`src/rtl/mpe_pkg.sv`:
```
package mpe_pkg;

    localparam int PKT_LEN   = 5;
    localparam int SLOT_W    = $clog2(PKT_LEN);
    localparam logic [7:0] MARKER_BASE = 8'h87;
    localparam logic [7:0] PAD_BYTE    = 8'h00;

    typedef enum logic [SLOT_W-1:0] {
        SLOT_MARK = 3'd0,
        SLOT_X    = 3'd1,
        SLOT_Y    = 3'd2,
        SLOT_PAD0 = 3'd3,
        SLOT_PAD1 = 3'd4
    } slot_e;

    typedef struct packed {
        logic [7:0] mark;
        logic [7:0] xmot;
        logic [7:0] ymot;
    } pkt_s;

    function automatic logic [7:0] marker_byte(input logic l, input logic m, input logic r);
        return MARKER_BASE & ~{5'b0, l, m, r};
    endfunction

endpackage

```
`src/rtl/mpe_packer.sv`:
```
module mpe_packer
    import mpe_pkg::*;
#(
    parameter int DELTA_W = 16
) (
    input  logic               clk,
    input  logic               rst,
    input  logic               evt_valid,
    input  logic [DELTA_W-1:0] evt_dx,
    input  logic [DELTA_W-1:0] evt_dy,
    input  logic               btn_left,
    input  logic               btn_mid,
    input  logic               btn_right,
    output logic               wr_en,
    output logic [7:0]         wr_byte,
    output slot_e              slot,
    output logic               busy
);

    localparam int EXT_W = DELTA_W + 1;
    localparam logic signed [EXT_W-1:0] LIM_HI = EXT_W'(127);
    localparam logic signed [EXT_W-1:0] LIM_LO = -EXT_W'(127);

    function automatic logic [7:0] clamp8(input logic signed [EXT_W-1:0] v);
        if (v > LIM_HI)      return 8'h7F;
        else if (v < LIM_LO) return 8'h81;
        else                 return v[7:0];
    endfunction

    pkt_s                      pkt_q;
    logic signed [EXT_W-1:0]   dx_ext;
    logic signed [EXT_W-1:0]   dy_neg;

    always_comb begin
        dx_ext = $signed({evt_dx[DELTA_W-1], evt_dx});
        dy_neg = -$signed({evt_dy[DELTA_W-1], evt_dy});
    end

    always_ff @(posedge clk) begin
        if (rst) begin
            busy  <= 1'b0;
            slot  <= SLOT_MARK;
            pkt_q <= '0;
        end else if (!busy) begin
            if (evt_valid) begin
                busy       <= 1'b1;
                slot       <= SLOT_MARK;
                pkt_q.mark <= marker_byte(btn_left, btn_mid, btn_right);
                pkt_q.xmot <= clamp8(dx_ext);
                pkt_q.ymot <= clamp8(dy_neg);
            end
        end else begin
            if (slot == SLOT_PAD1) begin
                busy <= 1'b0;
                slot <= SLOT_MARK;
            end else begin
                slot <= slot_e'(slot + 1'b1);
            end
        end
    end

    always_comb begin
        wr_en = busy;
        unique case (slot)
            SLOT_MARK: wr_byte = pkt_q.mark;
            SLOT_X:    wr_byte = pkt_q.xmot;
            SLOT_Y:    wr_byte = pkt_q.ymot;
            default:   wr_byte = PAD_BYTE;
        endcase
    end

endmodule

```
`src/rtl/mpe_byte_queue.sv`:
```
module mpe_byte_queue #(
    parameter int DEPTH = 256
) (
    input  logic                     clk,
    input  logic                     rst,
    input  logic                     wr_en,
    input  logic [7:0]               wr_byte,
    input  logic                     rd_en,
    output logic                     avail,
    output logic [7:0]               rd_data,
    output logic [$clog2(DEPTH):0]   count
);

    localparam int AW = (DEPTH > 1) ? $clog2(DEPTH) : 1;
    localparam int CW = $clog2(DEPTH) + 1;
    localparam logic [CW-1:0] FULL_CNT = CW'(DEPTH);
    localparam logic [AW-1:0] LAST_IDX = AW'(DEPTH - 1);

    logic [7:0]    mem [DEPTH];
    logic [AW-1:0] wptr, rptr;
    logic          do_wr, do_rd;

    function automatic logic [AW-1:0] step(input logic [AW-1:0] p);
        return (p == LAST_IDX) ? '0 : p + 1'b1;
    endfunction

    always_comb begin
        do_wr = wr_en && (count != FULL_CNT);
        do_rd = rd_en && (count != '0);
        avail = (count != '0);
    end

    always_ff @(posedge clk) begin
        if (do_wr) mem[wptr] <= wr_byte;
    end

    always_ff @(posedge clk) begin
        if (rst) begin
            wptr    <= '0;
            rptr    <= '0;
            count   <= '0;
            rd_data <= 8'h00;
        end else begin
            if (do_wr) wptr <= step(wptr);
            if (rd_en) rd_data <= do_rd ? mem[rptr] : 8'h00;
            if (do_rd) rptr <= step(rptr);
            count <= count + CW'(do_wr) - CW'(do_rd);
        end
    end

endmodule

```
`src/rtl/mouse_pkt_enc_top.sv`:
```
module mouse_pkt_enc_top
    import mpe_pkg::*;
#(
    parameter int DELTA_W = 16,
    parameter int DEPTH   = 256
) (
    input  logic               clk,
    input  logic               rst,
    input  logic               evt_valid,
    input  logic [DELTA_W-1:0] evt_dx,
    input  logic [DELTA_W-1:0] evt_dy,
    input  logic               btn_left,
    input  logic               btn_mid,
    input  logic               btn_right,
    input  logic               rd_en,
    output logic               byte_avail,
    output logic [7:0]         rd_data
);

    localparam int CW = $clog2(DEPTH) + 1;

    logic          pk_wr;
    logic [7:0]    pk_byte;
    slot_e         pk_slot;
    logic          pk_busy;
    logic [CW-1:0] q_count;

    mpe_packer #(.DELTA_W(DELTA_W)) u_packer (
        .clk       (clk),
        .rst       (rst),
        .evt_valid (evt_valid),
        .evt_dx    (evt_dx),
        .evt_dy    (evt_dy),
        .btn_left  (btn_left),
        .btn_mid   (btn_mid),
        .btn_right (btn_right),
        .wr_en     (pk_wr),
        .wr_byte   (pk_byte),
        .slot      (pk_slot),
        .busy      (pk_busy)
    );

    mpe_byte_queue #(.DEPTH(DEPTH)) u_queue (
        .clk     (clk),
        .rst     (rst),
        .wr_en   (pk_wr),
        .wr_byte (pk_byte),
        .rd_en   (rd_en),
        .avail   (byte_avail),
        .rd_data (rd_data),
        .count   (q_count)
    );

endmodule

```
`config.mk`:
```
export PLATFORM = sky130hd
export DESIGN_NAME = mouse_pkt_enc_top
export DESIGN_NICKNAME = d
export VERILOG_FILES = /design/src/rtl/mpe_pkg.sv /design/src/rtl/mpe_packer.sv /design/src/rtl/mpe_byte_queue.sv /design/src/rtl/mouse_pkt_enc_top.sv
export SDC_FILE = /design/constraint.sdc
export NUM_CORES = 2
export LEC_CHECK = 0
export CAP_MARGIN = 30
export CORE_MARGIN = 3
export CORE_UTILIZATION = 60
export CTS_CLUSTER_SIZE = 8
export DETAILED_ROUTE_END_ITERATION = 10
export HOLD_SLACK_MARGIN = 0.08
export PLACE_DENSITY_LB_ADDON = 0.1
export SYNTH_ARGS = -nofsm -noshare
export SYNTH_HDL_FRONTEND = slang
export SYNTH_HIERARCHICAL = 1
export SYNTH_SLANG_ARGS = --single-unit
```
`constraint.sdc`:
```
create_clock -name clk -period 5.6 [get_ports clk]
set_input_delay 0.56 -clock clk [delete_from_list [all_inputs] [get_ports clk]]
set_output_delay 0.56 -clock clk [all_outputs]
set_load 0.01 [all_outputs]
```
==> results.ini <==
[clock_network]
cts_repair_resize_count = 0
cts_buffers = 314
cts_setup_buffers = 0
cts_htree_levels = 5
root_buffer = clkbuf_16
cts_buffer_depth = 4
clk_latency_ps = 910
clock-sinks = 2113
cts_tree = yes
clkTransAtPathRegs_ps = 50

[floorplan]
die_y_um = 379
core-area_um2 = 138000
rows = 136
die-area_um2 = 144000
start_util = 0.605
chipWidth_um = 379
ios = 48

[final_layout]
area_delta_synth_final_pct = 13.3
final_layout_size_suffix_gt1_frac = 0.216
final_cell_mix = edfxtp_1, mux4_2, nor2_1, clkbuf_16, nand2_1
num-nets-final = 4600
final_common_cell = edfxtp_1
fillers = 8749

[critical_path]
cp-start-kind = register
cp_slowest_cell = ha_1
cpMostUsedCell = a21oi_1
critPathRequiredTime_ps = 6320
cp.arrival_ps = 4890
cp.buffers_inverters = 5
path_class = reg -> reg
cp_cell_sequence = inv_1 > ha_1 > nand4b_1 > nor2_1 > nand2_1 > and2_1 > buf_4 > clkinv_1 > ha_1 > inv_1 > ha_1 > inv_1 > fa_1 > nand2b_1 > a21oi_1 > o21ai_0 > a21oi_1 > o21ai_0 > a21oi_1 > or3_1 > a21oi_1
path_max_fanout = 21
max_stage_delay_ps = 430
cp_top_family = adder cells
end_kind = register

[synth]
ys_ff_latch = 2113
synth_area_um2 = 83500
netlist_instances = 4281
yosys-top-cells-area = edfxtp_1, mux4_2, nor2_1
synth_top_area_frac = 0.737
syn_nets = 4344
ys_warn_count = 6
seq_area_frac_synth = 0.753
syn_area_per_cell_um2 = 19.5
ys_types = 82
synth-edff-count = 2048
yosysTopAreaCell = edfxtp_1
ys.flop_type = edfxtp_1
async_flop_share = 0

[grt]
grt_max_degree = 245
antenna_found_initial = 9
grt.total_usage = 0.326
overflow = 0
grt_pass1_vias = 45106
grt_pass1_wl_um = 328000

[timing]
fin_setup_tns_ps = 0
worst_slack_ps = 1430
final_hold_viol_count = 0
rsz0062_at_grt = no
skew_ps = 69.2
maxSlewHeadroom = 0.0384
slew_viol_final = 0
max_freq_ghz = 0.240
period_needed_ps = 4170
finalSetupViolCount = 0
worstMarginPinSlew_ps = 1440
post-route-period-util = 0.744

[place]
dp_slack_ps = 1510
hpwl_um = 139000
globalplace.congestion = 0.898
port_buffers = 47

[power]
p_per_area_nw_per_um2 = 405
irDropWorstVdd_v = 0.000314
p_total_mw = 38.3
power_leakage_nw = 29.7

[detailed_routing]
wl_per_cell_um = 35.6
vias = 44970
routed_wl_um = 228000
drc_errors = 0
ant_nets = 0
vias_per_cell = 7.03
drt-initial-drc-count = 6302
drt_pass1_iterations = 6

[hold_path]
hold_path_class = in -> reg

[status]
status = complete, no violations

[run]
max_cap_violations = 0

Yosys cell counts (all sizes together) (4+ instances only):
| library cell | number |
|---|---|
| a2111oi | 9 |
| a211oi | 30 |
| a21boi | 4 |
| a21oi | 80 |
| a221oi | 5 |
| a22o | 11 |
| a22oi | 28 |
| a311oi | 11 |
| a31oi | 19 |
| and2 | 14 |
| and3 | 19 |
| buf | 145 |
| clkbuf | 106 |
| dfxtp | 65 |
| edfxtp | 2048 |
| ha | 23 |
| inv | 25 |
| mux2 | 7 |
| mux2i | 137 |
| mux4 | 467 |
| nand2 | 203 |
| nand2b | 11 |
| nand3 | 50 |
| nand3b | 6 |
| nand4 | 14 |
| nor2 | 369 |
| nor2b | 14 |
| nor3 | 60 |
| nor3b | 4 |
| nor4 | 22 |
| o211ai | 11 |
| o21ai | 42 |
| o21bai | 9 |
| o221ai | 35 |
| o22ai | 78 |
| o311ai | 4 |
| o31ai | 5 |
| o32ai | 8 |
| o41ai | 5 |
| or2 | 5 |
| or3 | 19 |
| or4 | 6 |
| xnor2 | 10 |
| xor2 | 11 |
registers in the layout, indices dropped and copies added, names as in the netlist, named ones only:
signal           count
u_queue/mem       2048
u_packer/pkt_q      20
u_queue/count        9
u_queue/rd_data      8
u_queue/rptr         8
u_queue/wptr         8
u_packer/slot        3
u_packer/busy        1
report_power, final:
| group | leakage (nW) | internal [mW] | switching [mW] |
|---|---|---|---|
| Combinational | 6.41 | 1.93 | 2.50 |
| Sequential | 19.3 | 17.5 | 0.153 |
| Clock | 4.03 | 10.1 | 6.12 |
| Total | 29.7 | 29.5 | 8.78 |
area by class of cell:
class                   count  area (um^2)  area share
diodes                      3         7.51   0.0000794
clock buffers             374         8190      0.0866
clock inverters             6         68.8    0.000728
inverters                  27          105     0.00111
multi-input cells        1890        19100       0.202
flip-flops and latches   2113        62800       0.664
well taps                1794         2240      0.0237
repair buffers            191         2000      0.0211
layer usage:
metal / wire length (um) / track usage
met5: 40 / 0.00172
met4: 9350 / 0.129
met3: 29400 / 0.102
met2: 103000 / 0.474
met1: 85500 / 0.469
kinds of logic (layout without fill, tap and decap cells):
family / after synthesis / count (layout) / synth area share
AOI/OAI and AO/OA: 411 / 411 / 0.0336
and+or+nand+nor: 823 / 823 / 0.0438
muxes: 611 / 611 / 0.144
DFF: 2113 / 2113 / 0.753
buffers and inverters: 278 / 598 / 0.0207
other: 0 / 3 / 0
adders and majority gates: 24 / 24 / 0.00369
xor gates and xnor gates: 21 / 21 / 0.00220
per-stage QoR:
stage	std cells	hold slack [ps]	utilization	area, um^2
after floorplan	4281	432	-	83500
after global placement	5988	445	0.623	85900
after detailed placement	6009	451	0.625	86200
after CTS	6390	231	0.685	94400
after global routing	6395	262	0.686	94500
final	6398	283	0.686	94500
worst paths after layout:
check	start	end	slack, ps	cells past startpoint
setup reg to reg	u_queue/count[4]	u_queue/count[8]	1430	21
hold reg to reg	u_packer/pkt_q[7]	u_packer/pkt_q[7]	460	2
setup / recovery	u_queue/count[4]	u_queue/count[8]	1430	21
hold / removal	btn_mid	u_packer/pkt_q[17]	280	2
timing repair:
action / in CTS / in global routing
setup endpoints to repair: 0 / 0
endpoints found under the hold margin: 11 / 0
hold buffers: 1 / 0
Note: power is estimated with default switching activity, not from simulation.
